<file path="src/rtl/agu_pkg.sv">
package agu_pkg;
  typedef enum logic [1:0] {
    AM_DIRECT   = 2'b00,
    AM_INDIRECT = 2'b01,
    AM_POSTINC  = 2'b10,
    AM_PREDEC   = 2'b11
  } addr_mode_e;

  typedef enum logic [1:0] {
    SZ_BYTE  = 2'b00,
    SZ_WORD  = 2'b01,
    SZ_LONG  = 2'b10,
    SZ_BAD   = 2'b11
  } op_size_e;

  typedef struct packed {
    logic [31:0] value;
    logic        mem;
    logic        misalign;
    logic        size_err;
    logic        wb;
    logic [31:0] wb_data;
  } agu_result_t;
endpackage

</file>
<file path="src/rtl/agu_step.sv">
module agu_step #(
  parameter int ADDR_W = 32
) (
  input  logic [1:0]        size,
  output logic [ADDR_W-1:0] step,
  output logic              bad_size,
  output logic [1:0]        align_mask
);
  import agu_pkg::*;

  always_comb begin
    step       = '0;
    bad_size   = 1'b0;
    align_mask = 2'b00;
    case (op_size_e'(size))
      SZ_BYTE: step = ADDR_W'(1);
      SZ_WORD: begin
        step       = ADDR_W'(2);
        align_mask = 2'b01;
      end
      SZ_LONG: begin
        step       = ADDR_W'(4);
        align_mask = 2'b11;
      end
      default: bad_size = 1'b1;
    endcase
  end
endmodule

</file>
<file path="src/rtl/agu_calc.sv">
module agu_calc #(
  parameter int ADDR_W = 32
) (
  input  logic [1:0]        mode,
  input  logic [ADDR_W-1:0] base,
  input  logic [ADDR_W-1:0] step,
  input  logic              bad_size,
  input  logic [1:0]        align_mask,
  output logic [ADDR_W-1:0] value,
  output logic              mem,
  output logic              misalign,
  output logic              wb,
  output logic [ADDR_W-1:0] wb_data
);
  import agu_pkg::*;

  logic [ADDR_W-1:0] sum;
  logic [ADDR_W-1:0] diff;

  assign sum  = base + step;
  assign diff = base - step;

  always_comb begin
    value   = base;
    mem     = 1'b0;
    wb      = 1'b0;
    wb_data = base;
    case (addr_mode_e'(mode))
      AM_DIRECT: ;
      AM_INDIRECT: mem = 1'b1;
      AM_POSTINC: begin
        mem     = 1'b1;
        wb      = ~bad_size;
        wb_data = sum;
      end
      default: begin
        mem     = 1'b1;
        value   = diff;
        wb      = ~bad_size;
        wb_data = diff;
      end
    endcase
  end

  assign misalign = mem & (|(value[1:0] & align_mask));
endmodule

</file>
<file path="src/rtl/reg_indirect_agu.sv">
module reg_indirect_agu #(
  parameter int ADDR_W = 32,
  parameter int IDX_W  = 4
) (
  input  logic              clk,
  input  logic              rst_n,
  input  logic              in_valid,
  input  logic [1:0]        in_mode,
  input  logic [1:0]        in_size,
  input  logic [IDX_W-1:0]  in_ridx,
  input  logic [ADDR_W-1:0] in_rdata,
  output logic              out_valid,
  output logic [ADDR_W-1:0] out_value,
  output logic              out_mem,
  output logic              out_misalign,
  output logic              out_size_err,
  output logic              wb_en,
  output logic [IDX_W-1:0]  wb_idx,
  output logic [ADDR_W-1:0] wb_data
);
  logic [ADDR_W-1:0] step;
  logic              bad_size;
  logic [1:0]        align_mask;
  logic [ADDR_W-1:0] c_value;
  logic              c_mem;
  logic              c_misalign;
  logic              c_wb;
  logic [ADDR_W-1:0] c_wb_data;

  agu_step #(.ADDR_W(ADDR_W)) u_step (
    .size       (in_size),
    .step       (step),
    .bad_size   (bad_size),
    .align_mask (align_mask)
  );

  agu_calc #(.ADDR_W(ADDR_W)) u_calc (
    .mode       (in_mode),
    .base       (in_rdata),
    .step       (step),
    .bad_size   (bad_size),
    .align_mask (align_mask),
    .value      (c_value),
    .mem        (c_mem),
    .misalign   (c_misalign),
    .wb         (c_wb),
    .wb_data    (c_wb_data)
  );

  // control flags: reset, next state gated by in_valid
  logic ctl_valid_q, ctl_valid_d;
  logic ctl_wb_q, ctl_wb_d;
  logic ctl_mem_q, ctl_mem_d;
  logic ctl_mis_q, ctl_mis_d;
  logic ctl_err_q, ctl_err_d;

  always_comb begin
    ctl_valid_d = in_valid;
    ctl_wb_d    = in_valid & c_wb;
    ctl_mem_d   = in_valid & c_mem;
    ctl_mis_d   = in_valid & c_misalign;
    ctl_err_d   = in_valid & bad_size;
  end

  always_ff @(posedge clk or negedge rst_n) begin
    if (!rst_n) begin
      ctl_valid_q <= 1'b0;
      ctl_wb_q    <= 1'b0;
      ctl_mem_q   <= 1'b0;
      ctl_mis_q   <= 1'b0;
      ctl_err_q   <= 1'b0;
    end else begin
      ctl_valid_q <= ctl_valid_d;
      ctl_wb_q    <= ctl_wb_d;
      ctl_mem_q   <= ctl_mem_d;
      ctl_mis_q   <= ctl_mis_d;
      ctl_err_q   <= ctl_err_d;
    end
  end

  // data path: no reset, clock enable = in_valid
  logic [ADDR_W-1:0] val_q;
  logic [ADDR_W-1:0] wbd_q;
  logic [IDX_W-1:0]  idx_q;

  always_ff @(posedge clk) begin
    if (in_valid) begin
      val_q <= c_value;
      wbd_q <= c_wb_data;
      idx_q <= in_ridx;
    end
  end

  assign out_valid    = ctl_valid_q;
  assign out_value    = val_q;
  assign out_mem      = ctl_mem_q;
  assign out_misalign = ctl_mis_q;
  assign out_size_err = ctl_err_q;
  assign wb_en        = ctl_wb_q;
  assign wb_idx       = idx_q;
  assign wb_data      = wbd_q;
endmodule

</file>
<file path="config.mk">
export PLATFORM = sky130hd
export DESIGN_NAME = reg_indirect_agu
export DESIGN_NICKNAME = d
export VERILOG_FILES = /design/src/rtl/agu_pkg.sv /design/src/rtl/agu_step.sv /design/src/rtl/agu_calc.sv /design/src/rtl/reg_indirect_agu.sv
export SDC_FILE = /design/constraint.sdc
export NUM_CORES = 1
export LEC_CHECK = 0
export BUFFER_PORTS_ARGS = -buffer_cell sky130_fd_sc_hd__buf_2
export CAP_MARGIN = 20
export CORE_MARGIN = 4
export CORE_UTILIZATION = 52
export CTS_CLUSTER_DIAMETER = 200
export CTS_CLUSTER_SIZE = 16
export DETAILED_ROUTE_END_ITERATION = 8
export PLACE_DENSITY = 0.91
export RECOVER_POWER = 50
export SLEW_MARGIN = 20
export SYNTH_ARGS = -nofsm -noshare
export SYNTH_HDL_FRONTEND = slang
export SYNTH_SLANG_ARGS = --single-unit
</file>
<file path="constraint.sdc">
create_clock -name clk -period 0.8 [get_ports clk]
set_input_delay 0.04 -clock clk [delete_from_list [all_inputs] [get_ports clk]]
set_output_delay 0.04 -clock clk [all_outputs]
set_load 0.02 [all_outputs]
</file>
After elaboration in Yosys (flattened, before gate mapping)
Cells that the tools add are included.
{ "classes": {"add_sub_neg": 2, "n_eq_ne": 4, "mux": 7, "bitwise_logic": 6, "reduce_logical": 6} }
{ "op_table": {"columns": ["op", "n"], "rows": [
  ["$pmux 32 s2", 1],
  ["$add 32x3->32", 1],
  ["$mux 32", 1],
  ["$sub 32x3->32", 1],
  ["$pmux 3 s3", 1],
  ["$reduce_or 3->1", 2],
  ["$and 1x1->1", 5],
  ["$eq 2x1->1 const B", 2],
  ["$eq 2x2->1 const B", 2],
  ["$logic_not 2->1", 2],
  ["$pmux 2 s2", 1],
  ["$reduce_or 2->1", 2],
  ["$mux 1", 3],
  ["$and 2x2->2", 1]
]} }
{ "totals": {"register_bits": 73, "input_bits": 43, "out_inout_bits": 73, "word_cells": 33} }

Logic depth before layout (Yosys ltp)
Gate-level depths: netlist (run 1).
{ "depth": {"ltp_word": 8, "depth_mapped": 11, "mapped_depth_nobuf": 10} }

By module
A second synthesis (run 1) with hierarchy kept.
{ "hier_totals": {"cells_unflattened": 855, "area_unflattened_um2": 7259.5} }
{ "by_module_without_submodules": {"columns": ["mod", "n_inst", "cells_each", "area_each_um2", "seq_area_each_um2"], "rows": [
  ["agu_calc", 1, 741, 4780.8, 0.0],
  ["reg_indirect_agu", 1, 77, 2192.1, 2167.1],
  ["agu_step", 1, 37, 286.5, 0.0]
]} }

Worst setup path before layout (run 1)
OpenSTA, ideal clock, no wires.
{ "synth_path": {"kind": "input port to flip-flop", "from": "in in_size[0]", "to": "reg wbd_q[19] (netlist: wb_data[19]) (data pin)", "setup_time_ps": 270, "arrival_ps": 1996, "t_required_ps": 530, "slack_ps": -1466, "stages": 10, "n_path_buf": 1, "path_cell_list": "inv_1 > ha_1 > inv_1 > ha_1 > clkbuf_1 > or3b_2 > a31oi_4 > nand2_1 > o32ai_1 > xor2_1"} }
{ "synth_via": {"elab_chain_len": 4, "elab_cells_between_ends": 7, "cone_classes": "add/sub (2); eq/ne (2); mux (2); reduce/logical (1)"} }
{ "synth_lines": {"columns": ["item", "line", "text"], "rows": [
  ["start: declaration", "reg_indirect_agu.sv:9", "input logic [1:0] in_size,"],
  ["$eq 2x2->1 (tied with other cells)", "agu_step.sv:15", "case (op_size_e'(size))"],
  ["$pmux 3 s3 *", "agu_step.sv:15", null],
  ["$sub 32x3->32 or $add 32x3->32 (tied branches)", "agu_calc.sv:21, agu_calc.sv:20", null],
  ["$pmux 32 s2 *", "agu_calc.sv:28", "case (addr_mode_e'(mode))"],
  ["named net c_wb_data[19]", "reg_indirect_agu.sv:28", "logic [ADDR_W-1:0] c_wb_data;"],
  ["end signal: assignment", "reg_indirect_agu.sv:89", "wbd_q <= c_wb_data;"],
  ["end: declaration", "reg_indirect_agu.sv:83", "logic [ADDR_W-1:0] wbd_q;"]
]} }
Mark *: on every way through the listed nets, which the timed path passes. The rest lies on a longest branch.
A chain may end at the register's enable or synchronous reset.

Worst setup path after layout (run 1)
Ends and elaborated chain as after synthesis.

==> summary.md, run 1 <==
| Metric | Value |
|---|---|
| Critical Path End Type | flop |
| Fin. max-slew vios | 0 |
| Vias in the first global route | between 4000 and 5000 |
| Aggregate global-route resource usage | about a third |
| Fin. Hold Viols | 0 |
| Die H | 95.6 um |
| DRC Markers | 0 |
| Clock Tree Root | clkbuf_8 |
| Hold Path Class | input pin to flop |
| Power Density | 1530 nW/um^2 |
| Setup TNS Final | -67.29 ns |
| Syn Area/Cell | approximately 12 sq um |
| Async set-or-reset flop fraction in the synthesized netlist | 6.85% |
| Fin nets | between 600 and 700 |
| CP required | between 0.9 and 1 ns |
| Layout overhead on the synthesized area | 75.4% |
| Post-synth EDFFs | 68 |
| Mapped Nets | a little under 400 |
| Setup violators final | 136 |
| Yosys reg bits | 73 |
| Final wirelength | between 15000 and 20000 um |
| Final period utilization | 243% |
| Netlist area before placement | 3990 sq um |
| Global-route wire length before repair | 21800 um |
| Setup ws final | -1.14 ns |
| Row cnt | 31 |
| Initial antenna violation count | 0 |
| Total power | approximately 11 mW |
| Layout fillers | about 170 |
| Initial DRC Count | around 400 |
| Sink Count | 73 |
| Post-DP HPWL | about 8300 um |
| I/O pin cnt | ~120 |
| Arr. time, crit path | about 2.1 ns |
| CTS buffer count | 9 |
| FMAX | around 0.5 GHz |
| Post-synthesis sequential area ratio | between 50% and 60% |
| Crit Path Max Fanout | 4 |
| Via-per-instance ratio | 6.56 |
| Synthesis warning total | 0 |
| GPL Wtd Cong | slightly below 0.9 |
| Largest net degree at the start of global routing | 38 |
| Maximum VDD drop | between 1 and 1.5 mV |
| RSZ-0062 raised after global routing | yes |
| Syn Inst Count | approximately 340 |
| Die W | about 96 um |
| Main synth FF type | edfxtp_1 |
| Status | finished with violations |
| Commonest non-fill, non-tap cell in the layout | buf_4 |
| Post-route ant nets | 0 |
| Synth cell types | 51 |
| Max clock buf depth | 2 |
| Antenna cells | 0 |
| CP Launch Type | input pin |
| CTS tree | built |
| 1st-pass router iterations | 5 |
| Pleak | 3.00 nW |
| Die ar. | 9140 sq um |
| Via count | about 4400 |
| Seq. cell area | 2170 sq um |
| Initial Util | 54.1% |
| Final min period | 1.94 ns |
| Htree depth | 3 |
| Multi-input gate area | 2430 sq um |
| Max_slew headroom | ~37% |
| Total of max-cap violations | 0 |
| Port Buf Inserts | between 100 and 150 |
| Critical path class | input pin to flop |
| Pin slew with the least headroom to its limit | ~0.94 ns |
| Most frequent cells in the layout | buf_4 (84), buf_6 (78), edfxtp_1 (68), buf_2 (55), xor2_1 (31) |
| Clk pin slew, worst setup/hold paths | ~0.090 ns |
| Core region area | between 7000 and 8000 sq um |
| Share of layout cells above drive strength 1 | approximately 61% |
| Avg WL per Cell | 29.0 um |
| Violated checks | setup timing |
| Grt total ovfl | 0 |
==> layer usage <==
| layer | routed length (um) | vias up | GRT usage (%) |
|---|---|---|---|
| met5 | 0 | - | 0 |
| met4 | 1890 | 0 | 17.2 |
| met3 | 2140 | 168 | 7.02 |
| met2 | 9240 | 478 | 56.5 |
| met1 | 5990 | 2038 | 35.3 |
| li1 | - | 1669 | - |
==> metrics by stage <==
step	setup slack (ns)	hold slack (ns)	cells	cell area (sq um)	util, %
after floorplan	-1.15	-0.256	341	4250	-
after global placement	-1.37	-0.149	618	5540	75.2
after detailed placement	-1.49	-0.144	618	5540	75.2
after CTS	-0.912	0.0320	654	6480	88.0
after global routing	-1.09	0.0410	664	7000	95.0
final	-1.14	0.0445	664	7000	95.0
==> worst paths after layout <==
check / start / end / slack, ns / depth (start not counted)
setup / recovery: in_size[0] / wb_data[19] / -1.14 / 11
hold / removal: in_rdata[31] / wb_data[31] / 0.04 / 2
max in group asynchronous: rst_n / out_mem / 0.42 / 2
min in group asynchronous: rst_n / out_size_err / 0.13 / 2
==> repair_timing <==
action                                 4_1_cts  5_1_grt
setup endpoints to repair                  136      136
setup buffers                               17       15
hold buffers                                 5        0
pin swaps                                   37       43
gates resized for setup                    130      117
endpoints found under the hold margin        9        0
==> sequential cells by signal, indices dropped and copies added, names as in the netlist <==
| signal | cells |
|---|---|
| out_value | 32 |
| wb_data | 32 |
| wb_idx | 4 |
| out_mem | 1 |
| out_misalign | 1 |
| out_size_err | 1 |
| out_valid | 1 |
| wb_en | 1 |
==> cells in the mapped netlist, drive strengths merged (2+ instances only) <==
master / count / area [sq um]
a21oi: 6 / 30.0
nor2b: 2 / 12.5
nand3: 8 / 40.0
a32oi: 3 / 26.3
buf: 11 / 65.1
inv: 9 / 33.8
a22oi: 5 / 37.5
o21ai: 9 / 45.0
fa: 2 / 40.0
a31oi: 2 / 27.5
nand2b: 3 / 18.8
or3: 3 / 18.8
o21a: 3 / 22.5
nor3b: 2 / 15.0
clkbuf: 14 / 52.6
or4: 3 / 30.0
dfrtp: 5 / 125
o22ai: 2 / 12.5
xnor2: 27 / 236
edfxtp: 68 / 2040
nor3: 17 / 85.1
xor2: 33 / 289
o31ai: 2 / 15.0
ha: 11 / 138
nand4: 8 / 56.3
nor4: 9 / 75.1
and3: 6 / 37.5
nand2: 30 / 120
o32ai: 5 / 51.3
nor2: 20 / 75.1
==> cell families after synthesis <==
family | after synthesis | share of synthesized area (%)
DFF | 73 | 54.3
muxes | 2 | 0.533
xor gates and xnor gates | 60 | 13.2
and+or+nand+nor | 119 | 16.4
buffers and inverters | 34 | 3.80
adders and majority gates | 13 | 4.45
AOI/OAI and AO/OA | 40 | 7.34
==> critical path, stage by stage <==
cell and delay, ns:
buf_12 0.12, inv_12 0.06, ha_4 0.14, inv_4 0.04, ha_4 0.23, buf_4 0.15, nand2b_1 0.25, a31oi_4 0.36
nand2_4 0.14, o32ai_2 0.30, xor2_1 0.27
==> final cells by class <==
cell class              count  area share (%)
inverters                   9           0.912
flip-flops and latches     73            31.0
clock buffers               9            1.77
clock inverters             6            1.20
multi-input cells         234            34.7
well taps                  99            1.77
repair buffers            234            28.7
==> where the power goes <==
group,leakage [nW],internal (mW),total [mW],switching (mW)
Clock,0.0987,1.72,3.30,1.58
Combinational,2.17,1.19,2.70,1.51
Sequential,0.729,4.53,4.71,0.173
Total,3.00,7.45,10.7,3.26
(Power assumes the default switching activity.)
==> run 2: changes to the inputs <==
CORE_UTILIZATION = 50   (was 52)
PLACE_DENSITY = 0.88   (was 0.91)
==> summary.md, run 2 (synthesized netlist as in run 1, its figures left out) <==
| Metric | Value |
|---|---|
| Layout fillers | roughly 240 |
| Critical path cell sequence | buf_12 > inv_12 > ha_4 > buf_4 > buf_4 > ha_1 > nand2b_1 > a31oi_4 > nand2_4 > buf_4 > o22ai_1 > xor2_1 |
| Clk pin slew, worst setup/hold paths | approximately 0.09 ns |
| Die H | 97.3 um |
| Violated checks | setup timing |
| Final min period | approximately 1.9 ns |
| Fin nets | around 630 |
| Die ar. | ~9500 sq um |
| Clock Tree Root | clkbuf_8 |
| Pin slew with the least headroom to its limit | around 0.64 ns |
| Hold Path Class | input pin to flop |
| Final period utilization | 233% |
| Hold Crit Depth | 2 |
| Grt total ovfl | 0 |
| Commonest non-fill, non-tap cell in the layout | buf_6 |
| Most frequent cells in the layout | buf_6 (94), buf_4 (89), edfxtp_1 (68), buf_2 (54), xor2_1 (29) |
| Largest net degree at the start of global routing | 33 |
| RSZ-0062 raised after global routing | yes |
| CTS buffer count | 9 |
| Final wirelength | approximately 19000 um |
| Total of max-cap violations | 0 |
| Multi-input gate area | approximately 2400 sq um |
| Core Util, Final | 92.3% |
| CTS tree | built |
| CP required | 0.92 ns |
| Max clock buf depth | 2 |
| Cell Count, Final, Fillers Out | 683 |
| Via count | 4357 |
| GPL Wtd Cong | 0.886 |
| Max_slew headroom | 57.2% |
| Pleak | roughly 3.0 nW |
| Most used cell, CP | buf_4 |
| Slowest CP cell | a31oi_4 |
| Critical path class | input pin to flop |
| Layout overhead on the synthesized area | 78.8% |
| Setup ws final | -1.06 ns |
| Share of layout cells above drive strength 1 | a little over 60% |
| Htree depth | 3 |
| CP Launch Type | input pin |
| I/O pin cnt | about 120 |
| Total power | 10.4 mW |
| Critical Path End Type | flop |
| Port Buf Inserts | 115 |
| Status | finished with violations |
| Seq. cell area | around 2200 sq um |
| Power Density | between 1000 and 1500 nW/um^2 |
| Post-DP HPWL | between 8000 and 9000 um |
| DP Area | 5570 sq um |
| DRC Markers | 0 |
| Maximum VDD drop | between 1 and 1.5 mV |
| Initial Util | between 50% and 60% |
| Die W | roughly 100 um |
| Post-route ant nets | 0 |
| Row cnt | 32 |
| Crit Path Max Fanout | 4 |
| FMAX | approximately 0.54 GHz |
| Via-per-instance ratio | ~6.4 |
| Sink Count | 73 |
| 1st-pass router iterations | 5 |
| Vias in the first global route | 4241 |
| Fin. max-slew vios | 0 |
| Hold path startpoint | in_rdata[31] |
| Highest cell delay on the worst timing path | around 0.33 ns |
| Fin. Hold Viols | 0 |
| Arr. time, crit path | between 1.5 and 2 ns |
| Initial DRC Count | around 350 |
| Setup violators final | ~160 |
| Pre-CTS worst setup slack | -1.45 ns |
| Core region area | approximately 7700 sq um |
| Placed Cells | 627 |
| Antenna cells | 0 |
| Worst Hold Path EP | out_value[31] |
| Aggregate global-route resource usage | a little under a third |
| Avg WL per Cell | approximately 27 um |
| Post-route cell area | around 7100 sq um |
| Initial antenna violation count | 0 |
| Global-route wire length before repair | between 20000 and 25000 um |
[run 2: worst max-delay path: cells and delay by family]
kind	cells	cell delay (ns)
and+or+nand+nor	2	0.29
AOI/OAI and AO/OA	2	0.54
adders and majority gates	2	0.38
buffers and inverters	5	0.58
xor gates and xnor gates	1	0.14
[run 2: stage by stage]
stage | setup TNS, ns | hold slack, ns
after detailed placement | -78.15 | -0.142
after global routing | -71.68 | 0.0418
after CTS | -54.86 | 0.00633
after global placement | -75.49 | -0.151
after floorplan | -54.35 | -0.256
final | -67.83 | 0.0337
[run 2: how the worst max path moves through the flow]
stage	cells past startpoint	slack (ns)	endpoint	startpoint
floorplan	9	-1.15	wb_data[31]	in_size[1]
detailed placement	12	-1.45	wb_data[25]	in_size[1]
global placement	10	-1.37	wb_data[31]	in_size[1]
finish	12	-1.06	wb_data[27]	in_size[1]
CTS	10	-0.87	wb_data[31]	in_size[1]
global route	11	-1.27	wb_data[21]	in_size[1]
[run 2: power breakdown]
| group | leakage (nW) | total (mW) | switching [mW] | internal (mW) |
|---|---|---|---|---|
| Sequential | 0.729 | 4.69 | 0.158 | 4.53 |
| Clock | 0.0872 | 2.95 | 1.55 | 1.41 |
| Combinational | 2.23 | 2.74 | 1.51 | 1.23 |
| Total | 3.05 | 10.4 | 3.21 | 7.17 |
[run 2: repair_timing]
action | CTS | global route
pin swaps | 54 | 37
cloned | 1 | 0
gates resized for setup | 129 | 133
setup endpoints to repair | 136 | 136
buffers inserted | 20 | 24
hold buffers | 5 | 0
hold endpoints to repair | 9 | 0
[run 2: layer usage]
layer | part of all wire, % | GRT usage, % | wire length [um] | up-vias
met5 | 0 | 0 | 0 | -
met4 | 9.4 | 21.3 | 1730 | 0
met3 | 9.1 | 8.90 | 1690 | 155
met2 | 49 | 52.8 | 9160 | 406
met1 | 32 | 33.8 | 5950 | 2081
li1 | - | - | - | 1715
[run 2: cell type report]
type	count	area share (%)
clock buffers	9	1.74
multi-input cells	234	34.3
clock inverters	5	0.824
well taps	102	1.79
repair buffers	251	30.1
flip-flops and latches	73	30.4
inverters	9	0.859
==> run 3: changes to the inputs <==
CORE_ASPECT_RATIO = 1.25   (was unset)
==> summary.md, run 3 (synthesized netlist as in run 1, its figures left out) <==
| Metric | Value |
|---|---|
| I/O pin cnt | about 120 |
| Die W | 87.9 um |
| Power Density | between 1000 and 1500 nW/um^2 |
| Fin. max-slew vios | 0 |
| Initial Util | roughly 51% |
| Hold Path Class | input pin to flop |
| CTS tree | built |
| Pin slew with the least headroom to its limit | roughly 0.80 ns |
| Global-route wire length before repair | 22200 um |
| Fin nets | ~630 |
| Status | finished with violations |
| Highest cell delay on the worst timing path | 0.41 ns |
| Total of max-cap violations | 0 |
| Buf+Inv Stages, Crit Path | 4 |
| RSZ-0062 raised after global routing | yes |
| Via count | about 4500 |
| 1st-pass router iterations | 6 |
| Commonest non-fill, non-tap cell in the layout | buf_6 |
| Layout overhead on the synthesized area | 77.2% |
| DP Area | approximately 5600 sq um |
| GPL Wtd Cong | ~0.85 |
| Fin. Hold Viols | 0 |
| Htree depth | 3 |
| Top delay family on crit path | adder cells |
| Post-DP HPWL | 8240 um |
| Most frequent cells in the layout | buf_6 (95), buf_4 (88), edfxtp_1 (68), buf_2 (51), xor2_1 (29) |
| Violated checks | setup timing |
| Via-per-instance ratio | roughly 6.6 |
| Critical path class | input pin to flop |
| Sink Count | 73 |
| Post-route ant nets | 0 |
| Aggregate global-route resource usage | a little under a third |
| Hold path startpoint | in_rdata[31] |
| Crit Path Max Fanout | 4 |
| Slowest CP cell | fa_2 |
| Final min period | 1.89 ns |
| CTS buffer count | 9 |
| Grt total ovfl | 0 |
| Avg WL per Cell | 28.2 um |
| CP required | around 0.91 ns |
| Total power | 9.98 mW |
| Most used cell, CP | ha_4 |
| Maximum VDD drop | about 1.7 mV |
| CP Launch Type | input pin |
| Setup violators final | 160 |
| Max clock buf depth | 2 |
| Post-route cell area | slightly above 7000 sq um |
| Max_slew headroom | 47.0% |
| Core region area | a little under 8000 sq um |
| Final wirelength | about 19000 um |
| Row cnt | 36 |
| Clock Tree Root | clkbuf_8 |
| DRC Markers | 0 |
| Critical path cell sequence | buf_12 > inv_12 > ha_4 > ha_4 > inv_2 > fa_2 > nor2_4 > o21bai_4 > nor3b_2 > buf_4 > a32oi_2 > xnor2_1 |
| Layout fillers | 268 |
| Worst Hold Path EP | wb_data[31] |
| Clk pin slew, worst setup/hold paths | roughly 0.07 ns |
| Die H | between 100 and 150 um |
| Hold Crit Depth | 2 |
| Port Buf Inserts | 115 |
| Critical Path End Type | flop |
| Share of layout cells above drive strength 1 | around three fifths |
| Initial antenna violation count | 1 |
| Initial DRC Count | 606 |
| Vias in the first global route | 4126 |
| Largest net degree at the start of global routing | 43 |
| Pleak | roughly 3.0 nW |
| Fin Hold WS | between 0.04 and 0.05 ns |
| Arr. time, crit path | 2.00 ns |
| Final period utilization | 237% |
| Setup ws final | -1.09 ns |
| FMAX | about 0.53 GHz |
| Die ar. | roughly 9500 sq um |
==> run 3: what timing repair did <==
item / in CTS / in global routing
setup endpoints to repair: 137 / 136
hold endpoints to repair: 9 / 0
pin swaps: 31 / 49
setup buffers: 17 / 23
resized for setup: 119 / 141
hold buffers: 5 / 0
==> run 3: final cells by class <==
class                           instances  area [sq um]  area share [%]
Antenna cell                            1          2.50          0.0354
Clock buffer                           14           143            2.02
Clock inverter                          2          10.0           0.142
Inverter                                9          63.8           0.903
Multi-Input combinational cell        234          2410            34.1
Sequential cell                        73          2170            30.7
Tap cell                               95           119            1.68
Timing Repair Buffer                  248          2160            30.5
==> run 3: worst max-delay path by stage <==
stage | startpoint | to | slack, ns | cells past startpoint
CTS | in_size[0] | wb_data[28] | -0.90 | 12
floorplan | in_size[1] | wb_data[31] | -1.15 | 9
detailed placement | in_size[0] | wb_data[10] | -1.44 | 12
global placement | in_size[1] | wb_data[31] | -1.35 | 10
global route | in_size[1] | out_value[30] | -1.11 | 12
finish | in_size[1] | wb_data[30] | -1.09 | 12
==> run 3: per-layer routing <==
metal  vias up  wire [um]  global-route usage (%)  share of wire (%)
met4         0       2040                    22.7                 11
li1       1703          -                       -                  -
met2       463       9380                    53.8                 49
met5         -          0                       0                  0
met3       184       1760                    5.97                9.2
met1      2101       5870                    34.3                 31
==> run 3: power breakdown <==
group / switching, mW / internal, mW
Sequential: 0.172 / 4.54
Combinational: 1.49 / 1.22
Clock: 1.43 / 1.12
==> run 3: per-stage QoR <==
step,setup TNS (ns),setup slack [ns],utilization [%],cells
after floorplan,-54.35,-1.15,-,341
after detailed placement,-78.30,-1.44,71.6,621
after global placement,-75.24,-1.35,71.6,621
after CTS,-55.40,-0.896,81.9,657
after global routing,-71.41,-1.11,90.7,676
final,-67.68,-1.09,90.7,676
